## config.mk

```make
export PLATFORM = sky130hd
export DESIGN_NAME = adc_stream_rx
export DESIGN_NICKNAME = d
export VERILOG_FILES = /design/src/rtl/adc_stream_pkg.sv /design/src/rtl/adc_sclk_gen.sv /design/src/rtl/adc_rx_lane.sv /design/src/rtl/adc_stream_rx.sv
export SDC_FILE = /design/constraint.sdc
export NUM_CORES = 1
export LEC_CHECK = 0
export CORE_ASPECT_RATIO = 1.4
export CORE_MARGIN = 3
export CORE_UTILIZATION = 53
export DETAILED_ROUTE_END_ITERATION = 8
export GPL_TIMING_DRIVEN = 1
export PLACE_DENSITY_LB_ADDON = 0.2
export SYNTH_ARGS = -nofsm -noshare
export SYNTH_HDL_FRONTEND = slang
export SYNTH_HIERARCHICAL = 1
export SYNTH_SLANG_ARGS = --single-unit
export TNS_END_PERCENT = 10
```

## constraint.sdc

```tcl
create_clock -name clk -period 2.4 [get_ports clk]
set_clock_uncertainty 0.1 [all_clocks]
set_input_delay 0.36 -clock clk [delete_from_list [all_inputs] [get_ports clk]]
set_output_delay 0.36 -clock clk [all_outputs]
set_load 0.03 [all_outputs]
```

## src/rtl/adc_stream_pkg.sv

```systemverilog
package adc_stream_pkg;

  // Width of one lane's result word: sample, channel tag, new-data flag.
  function automatic int unsigned result_width(input int unsigned sample_w);
    return sample_w + 2;
  endfunction

  // A rising edge inside frame period 'pos' is edge number pos after cs_n fell.
  function automatic logic in_capture_window(input int unsigned pos,
                                             input int unsigned skip,
                                             input int unsigned width);
    return (pos >= skip + 1) && (pos <= skip + width);
  endfunction

endpackage

```

## src/rtl/adc_sclk_gen.sv

```systemverilog
module adc_sclk_gen #(
  parameter int unsigned HALF_DIV   = 1,
  parameter int unsigned FRAME_CLKS = 16,
  parameter int unsigned POS_W      = 4
) (
  input  logic             clk,
  input  logic             rst_n,
  input  logic             enable,
  output logic             sclk,
  output logic [POS_W-1:0] pos,
  output logic             chan_sel,
  output logic             rise_ev,
  output logic             frame_done
);

  localparam int unsigned DIV_W = (HALF_DIV > 1) ? $clog2(HALF_DIV) : 1;
  localparam logic [DIV_W-1:0] DIV_LAST = DIV_W'(HALF_DIV - 1);
  localparam logic [POS_W-1:0] POS_LAST = POS_W'(FRAME_CLKS - 1);

  logic [DIV_W-1:0] div_cnt;
  logic             tick;
  logic             fall_ev;

  assign tick       = (div_cnt == DIV_LAST);
  assign rise_ev    = enable && tick && !sclk;
  assign fall_ev    = enable && tick && sclk;
  assign frame_done = fall_ev && (pos == POS_LAST);

  always_ff @(posedge clk or negedge rst_n) begin
    if (!rst_n) begin
      div_cnt  <= '0;
      sclk     <= 1'b0;
      pos      <= '0;
      chan_sel <= 1'b0;
    end else if (!enable) begin
      div_cnt  <= '0;
      sclk     <= 1'b0;
      pos      <= '0;
      chan_sel <= 1'b0;
    end else if (tick) begin
      div_cnt <= '0;
      sclk    <= ~sclk;
      if (sclk) begin
        if (pos == POS_LAST) begin
          pos      <= '0;
          chan_sel <= ~chan_sel;
        end else begin
          pos <= pos + 1'b1;
        end
      end
    end else begin
      div_cnt <= div_cnt + 1'b1;
    end
  end

  AST_IDLE_STATE: assert property (@(posedge clk) disable iff (!rst_n)
    !enable |=> (!sclk && !chan_sel && pos == '0));

  AST_CHAN_TOGGLE: assert property (@(posedge clk) disable iff (!rst_n)
    frame_done |=> (chan_sel != $past(chan_sel)));

  AST_CHAN_HOLD: assert property (@(posedge clk) disable iff (!rst_n)
    (enable && !frame_done) |=> $stable(chan_sel));

endmodule

```

## src/rtl/adc_rx_lane.sv

```systemverilog
module adc_rx_lane #(
  parameter int unsigned SAMPLE_W = 14,
  parameter int unsigned RES_W    = 16
) (
  input  logic             clk,
  input  logic             rst_n,
  input  logic             capture,
  input  logic             frame_done,
  input  logic             chan_tag,
  input  logic             sdata,
  input  logic             rd_clr,
  output logic [RES_W-1:0] result
);

  logic [SAMPLE_W-1:0] shreg;
  logic [SAMPLE_W-1:0] smp;
  logic                tag;
  logic                fresh;

  assign result = {fresh, tag, smp};

  always_ff @(posedge clk or negedge rst_n) begin
    if (!rst_n) begin
      shreg <= '0;
    end else if (capture) begin
      shreg <= {shreg[SAMPLE_W-2:0], sdata};
    end
  end

  always_ff @(posedge clk or negedge rst_n) begin
    if (!rst_n) begin
      smp   <= '0;
      tag   <= 1'b0;
      fresh <= 1'b0;
    end else if (frame_done) begin
      smp   <= shreg;
      tag   <= chan_tag;
      fresh <= 1'b1;
    end else if (rd_clr) begin
      fresh <= 1'b0;
    end
  end

  AST_RES_HOLD: assert property (@(posedge clk) disable iff (!rst_n)
    !frame_done |=> $stable(result[SAMPLE_W:0]));

  AST_NEW_SET: assert property (@(posedge clk) disable iff (!rst_n)
    frame_done |=> result[RES_W-1]);

  AST_RD_CLEAR: assert property (@(posedge clk) disable iff (!rst_n)
    (rd_clr && !frame_done) |=> !result[RES_W-1]);

endmodule

```

## src/rtl/adc_stream_rx.sv

```systemverilog
module adc_stream_rx #(
  parameter int unsigned NUM_ADC    = 2,
  parameter int unsigned SAMPLE_W   = 14,
  parameter int unsigned FRAME_CLKS = 16,
  parameter int unsigned SKIP_BITS  = 1,
  parameter int unsigned HALF_DIV   = 1,
  localparam int unsigned RES_W     = adc_stream_pkg::result_width(SAMPLE_W)
) (
  input  logic                     clk,
  input  logic                     rst_n,
  input  logic                     enable,
  input  logic [NUM_ADC-1:0]       sdata,
  input  logic [NUM_ADC-1:0]       rd_clr,
  output logic                     sclk,
  output logic [NUM_ADC-1:0]       cs_n,
  output logic                     chan_sel,
  output logic [NUM_ADC*RES_W-1:0] result
);

  localparam int unsigned POS_W = $clog2(FRAME_CLKS);

  logic [POS_W-1:0] pos;
  logic             rise_ev;
  logic             frame_done;
  logic             capture;

  adc_sclk_gen #(
    .HALF_DIV  (HALF_DIV),
    .FRAME_CLKS(FRAME_CLKS),
    .POS_W     (POS_W)
  ) u_timing (
    .clk       (clk),
    .rst_n     (rst_n),
    .enable    (enable),
    .sclk      (sclk),
    .pos       (pos),
    .chan_sel  (chan_sel),
    .rise_ev   (rise_ev),
    .frame_done(frame_done)
  );

  assign cs_n    = {NUM_ADC{pos == '0}};
  assign capture = rise_ev &&
                   adc_stream_pkg::in_capture_window(32'(pos), SKIP_BITS, SAMPLE_W);

  for (genvar g = 0; g < NUM_ADC; g++) begin : g_lane
    adc_rx_lane #(
      .SAMPLE_W(SAMPLE_W),
      .RES_W   (RES_W)
    ) u_lane (
      .clk       (clk),
      .rst_n     (rst_n),
      .capture   (capture),
      .frame_done(frame_done),
      .chan_tag  (chan_sel),
      .sdata     (sdata[g]),
      .rd_clr    (rd_clr[g]),
      .result    (result[g*RES_W +: RES_W])
    );
  end

  AST_CS_FALL_ON_SCLK_FALL: assert property (@(posedge clk) disable iff (!rst_n)
    $fell(cs_n[0]) |-> $fell(sclk));

  AST_CS_RISE_AT_FRAME_END: assert property (@(posedge clk) disable iff (!rst_n)
    (enable && $rose(cs_n[0])) |-> $past(frame_done));

  AST_CAPTURE_WITH_CS: assert property (@(posedge clk) disable iff (!rst_n)
    capture |-> (!cs_n[0] && !sclk));

endmodule

```

### After elaboration in Yosys (flattened, before gate mapping)

Cells that the tools add are included.

* output and inout bits: 36
* bits of input ports: 7
* memories kept: 0
* memory bits (read-only): 0
* bits in writable memories: 0
* word-level logic and storage cells: 48
* register bits after elaboration: 66
* bits in latches: 0

* shifts and indexed selects: 0
* order comparisons: 1
* reductions and logical operators: 11
* bitwise logic cells: 3
* eq/ne operators: 4
* mux-type cells: 16
* add/sub/neg operators: 2
* divide/modulo/power cells: 0
* $mul: 0

Operators by type and width (number)
* two-way mux 4 bit: 4
* two-way mux 1 bit: 12
* logical AND 1 bit: 5
* adder 4 x 1 -> 4 bit, second input constant: 1
* equality test 4 bit, second input constant: 1
* >= comparator 4 x 2 -> 1 bit, second input constant: 1
* zero test 4 bit: 1
* != test 2 x 1 -> 1 bit, second input constant: 2
* nonzero test 2 bit: 2
* NOT 1 bit: 3
* AND reduction 3 bit: 1
* != test 2 bit, second input constant: 1
* AND reduction 2 bit: 1
* adder 1 bit, second input constant: 1
* zero test 1 bit: 1

### Longest topological paths before layout

* depth after elaboration: 5
* mapped depth: 6

### Hierarchy

The synthesis kept the hierarchy.

Modules (own cells, without submodules)
* adc_rx_lane: area an instance 1181.1 µm², cells each 66, instances 2, seq. area each 750.7 µm²
* adc_sclk_gen: area an instance 285.3 µm², cells each 28, instances 1, seq. area each 150.1 µm²
* adc_stream_rx: area an instance 28.8 µm², cells each 3, instances 1, seq. area each 0.0 µm²

### Least setup slack after synthesis

OpenSTA, ideal clock, no wires.

* path kind: flip-flop to flip-flop
* start: reg u_timing.sclk
* end: reg g_lane[0].u_lane.shreg[10]
* path slack: 0.509 ns
* period minus slack after synthesis: 1.891 ns
* arrival time: 1.666 ns
* cell stages (with the launch flop): 6
* buffers on the path: 2
* path through: dfrtp_1 -> buf_6 -> nor2_1 -> o31a_1 -> buf_6 -> mux2_2

* longest elaborated chain between the ends: 3

RTL lines
* start: declaration: line adc_sclk_gen.sv:9 `output logic sclk,`
* start signal: assignment: line adc_sclk_gen.sv:42 `sclk <= ~sclk;`
* zero test 1 bit: line adc_sclk_gen.sv:25 `assign rise_ev = enable && tick && !sclk;`
* logical AND 1 bit: line adc_sclk_gen.sv:25
* net rise_ev: line adc_stream_rx.sv:23 `logic rise_ev;`
* logical AND 1 bit: line adc_stream_rx.sv:43 `assign capture = rise_ev &&`
* net capture: line adc_stream_rx.sv:25 `logic capture;`
* end signal: assignment: line adc_rx_lane.sv:26 `shreg <= {shreg[SAMPLE_W-2:0], sdata};`
* end: declaration: line adc_rx_lane.sv:15 `logic [SAMPLE_W-1:0] shreg;`

The timed path passes the listed nets, and every way through them passes these cells.
A chain may end at the register's enable or synchronous reset.

### Final worst setup path

* start: reg u_timing.pos[3]
* end: out cs_n[1]

* longest elaborated chain between the ends: 1

RTL lines
* start: declaration: line adc_sclk_gen.sv:10 `output logic [POS_W-1:0] pos,`
* start signal: assignment: line adc_sclk_gen.sv:48 `pos <= pos + 1'b1;`
* zero test 4 bit: line adc_stream_rx.sv:42 `assign cs_n = {NUM_ADC{pos == '0}};`
* end: declaration: line adc_stream_rx.sv:15 `output logic [NUM_ADC-1:0] cs_n,`

No other way between the ends.

==> impl_metrics.json <==
{
  "status": "completed",
  "synthDistinctLibCells": 21,
  "die_h_um": 90.08,
  "num_vias": 1423,
  "dpl_cell_area_mm2": 0.003113,
  "routed_wl_um": 4383,
  "die_area_mm2": 0.005950,
  "final_util": 0.6818,
  "cts_buffers": 9,
  "dr.first_iter.drc_count": 80,
  "hold_class": "reg2reg",
  "initial_core_util": 0.5485,
  "firstDrtPassIters": 4,
  "multi_input_area_um2": 887.1,
  "cts.sinks": 66,
  "clock_path_buffers": 2,
  "syn2layout_area_growth_pct": 24.31,
  "synth_nets": 171,
  "worstMarginPinSlew_ns": 0.6147,
  "netlist_area_mm2": 0.002676,
  "crit_slowest_cell": "clkdlybuf4s50_1",
  "diodes": 0,
  "worstPathRequired_ns": 1.94,
  "clock-root-buffer": "clkbuf_8",
  "grt_pass1_wl_um": 7486,
  "cts_resized": 0,
  "place_ws_ns": 0.2982,
  "slew_headroom": 0.5902,
  "io_buffer_count": 42,
  "setup_tns_ns": 0,
  "end_kind": "output pin",
  "place_inst": 261,
  "intPower_mw": 1.800,
  "critPathLaunchType": "flip-flop",
  "crit_path_max_fanout": 6,
  "min_period_ns": 2.314,
  "drt-vias-per-instance": 5.137,
  "layout_common_cells": "dfrtp_1 (66), clkdlybuf4s50_1 (41), mux2_2 (40), mux2_4 (18), clkbuf_8 (12)",
  "ys_warn_count": 6,
  "final_hold_viol_count": 0,
  "final_common_cell": "dfrtp_1",
  "drv_slew": 0,
  "rsz0062_at_grt": "no",
  "final_area_mm2": 0.003327,
  "p_sw_mw": 0.4822,
  "clk-insertion-delay-late_ns": 0.32,
  "p_comb_frac": 0.060,
  "clkPwrFrac": 0.407,
  "p_total_mw": 2.282,
  "die_w_um": 66.06,
  "clkTransAtPathRegs_ns": 0.07,
  "io_pins": 43,
  "layout-drive-gt1-share": 0.3850,
  "h-tree-depth": 3,
  "drc": 0,
  "finalCritPeriodShare": 0.9642,
  "ys_ff_latch": 66,
  "ys_seq_area_frac": 0.6171,
  "final_nets": 217,
  "min-delay-start": "g_lane[0].u_lane/fresh$_DFFE_PN0P_",
  "cp_cell_sequence": "nor4_2, clkdlybuf4s50_1",
  "power.leakage_nw": 1.595,
  "coreArea_mm2": 0.004880,
  "cp.arrival_ns": 1.85,
  "slowest_delay_ns": 0.74,
  "power_switching_share": 0.2113,
  "cts_tree": "built",
  "r2r_start": "u_timing/pos[1]$_DFFE_PN0N_",
  "holdWs_ns": 0.3883,
  "max_cap_violations": 0,
  "startpoint": "u_timing/pos[3]$_DFFE_PN0N_",
  "seq_area_mm2": 0.001652,
  "power.density_mw_per_mm2": 685.8,
  "fillers": 322,
  "gp_congestion": 0.7074,
  "cp_top_family": "buffers and inverters",
  "final_cells": 277,
  "p_seq_frac": 0.532,
  "crit_type": "reg2out",
  "setup_violations": 0,
  "grt_overflow": 0,
  "routedWlPerCell_um": 15.82,
  "grt_start_max_net_pins": 33,
  "cp_num_buf_inv": 1,
  "first_global_vias": 1523,
  "synth_cells": 163,
  "postRouteAntennaNets": 0,
  "setup_slack_ns": 0.08601,
  "syn_area_per_cell_um2": 16.42,
  "fmax_mhz": 432.2,
  "antenna_found_initial": 0,
  "grt_usage": 0.1662,
  "vdd_ir_drop_max_mv": 0.4118,
  "rows": 30,
  "hpwl_um": 2998
}
-- layer usage --
metal,track usage,part of all wire,vias to the layer above
met5,0,0,-
li1,-,-,656
met2,0.2577,0.52,48
met3,0.03375,0.039,8
met1,0.2121,0.42,711
met4,0.09831,0.019,0
-- worst paths after layout --
check                                                      endpoint  slack, ns  depth (start not counted)
worst max-delay path                                        cs_n[1]       0.09                          2
worst min-delay path             g_lane[0].u_lane/fresh$_DFFE_PN0P_       0.39                          1
worst max register to register  g_lane[0].u_lane/smp[3]$_DFFE_PN0P_       0.47                          5
worst min register to register   g_lane[0].u_lane/fresh$_DFFE_PN0P_       0.39                          1
max in group asynchronous       g_lane[0].u_lane/smp[2]$_DFFE_PN0P_       1.05                          3
min in group asynchronous        g_lane[1].u_lane/fresh$_DFFE_PN0P_       0.49                          2
-- power groups by stage --
stage               clock network (mW)  logic [mW]  registers (mW)
global placement                     0       0.130            1.23
finish                           0.930       0.138            1.21
detailed placement                   0       0.138            1.24
CTS                              0.955       0.140            1.22
global route                      1.01       0.152            1.22
floorplan                            0      0.0849            1.22
-- cell usage after synthesis --
cell / number / area share
or3_1: 1 / 0.0023
buf_4: 5 / 0.014
nand2_1: 2 / 0.0028
nand2_2: 1 / 0.0023
xor2_1: 2 / 0.0065
ha_1: 1 / 0.0047
nand4_1: 1 / 0.0023
o31a_1: 1 / 0.0033
buf_12: 2 / 0.015
mux2_2: 40 / 0.17
a21o_2: 2 / 0.0065
mux2i_1: 2 / 0.0075
nor4_2: 1 / 0.0047
mux2_4: 18 / 0.10
dfrtp_1: 66 / 0.62
o21ai_0: 1 / 0.0019
a31oi_1: 1 / 0.0023
a21oi_1: 2 / 0.0037
nor2_1: 6 / 0.0084
inv_1: 3 / 0.0042
buf_6: 5 / 0.021
-- worst register-to-register path: stages, from the launching register on --
cell and delay, ns:
dfrtp_1 0.45, ha_1 0.27, nand4_1 0.21, nor2_4 0.16, buf_12 0.24, mux2_2 0.38
-- area by class of cell --
type	instances	share of cell area
clock buffer	13	0.05077
clock inverter	2	0.01053
tap	64	0.02407
multi-input combinational	82	0.2666
sequential	66	0.4964
inverter	3	0.003385
timing repair buffer	47	0.1482
-- sequential cells by signal, indices dropped and copies added (netlist names) --
| signal | flops |
|---|---|
| u_timing/sclk | 1 |
| g_lane.u_lane/shreg | 28 |
| u_timing/pos | 4 |
| g_lane.u_lane/fresh | 2 |
| g_lane.u_lane/smp | 28 |
| u_timing/chan_sel | 1 |
| g_lane.u_lane/tag | 2 |
-- cells by family (layout without fill, tap and decap cells) --
kind of cell | count (synthesis) | in the layout | share of synthesized area
compound gates | 7 | 7 | 0.01777
flops | 66 | 66 | 0.6171
simple gates | 12 | 12 | 0.02291
xor+xnor | 2 | 2 | 0.006546
fa+ha+maj | 1 | 1 | 0.004674
mux | 60 | 60 | 0.2768
buf+inv | 15 | 65 | 0.05423
-- timing repair --
item                                   CTS  global route
buffers inserted                         0             0
hold buffers                             1             0
endpoints found under the hold margin   24             0
Power figures use the tool's default switching activity.
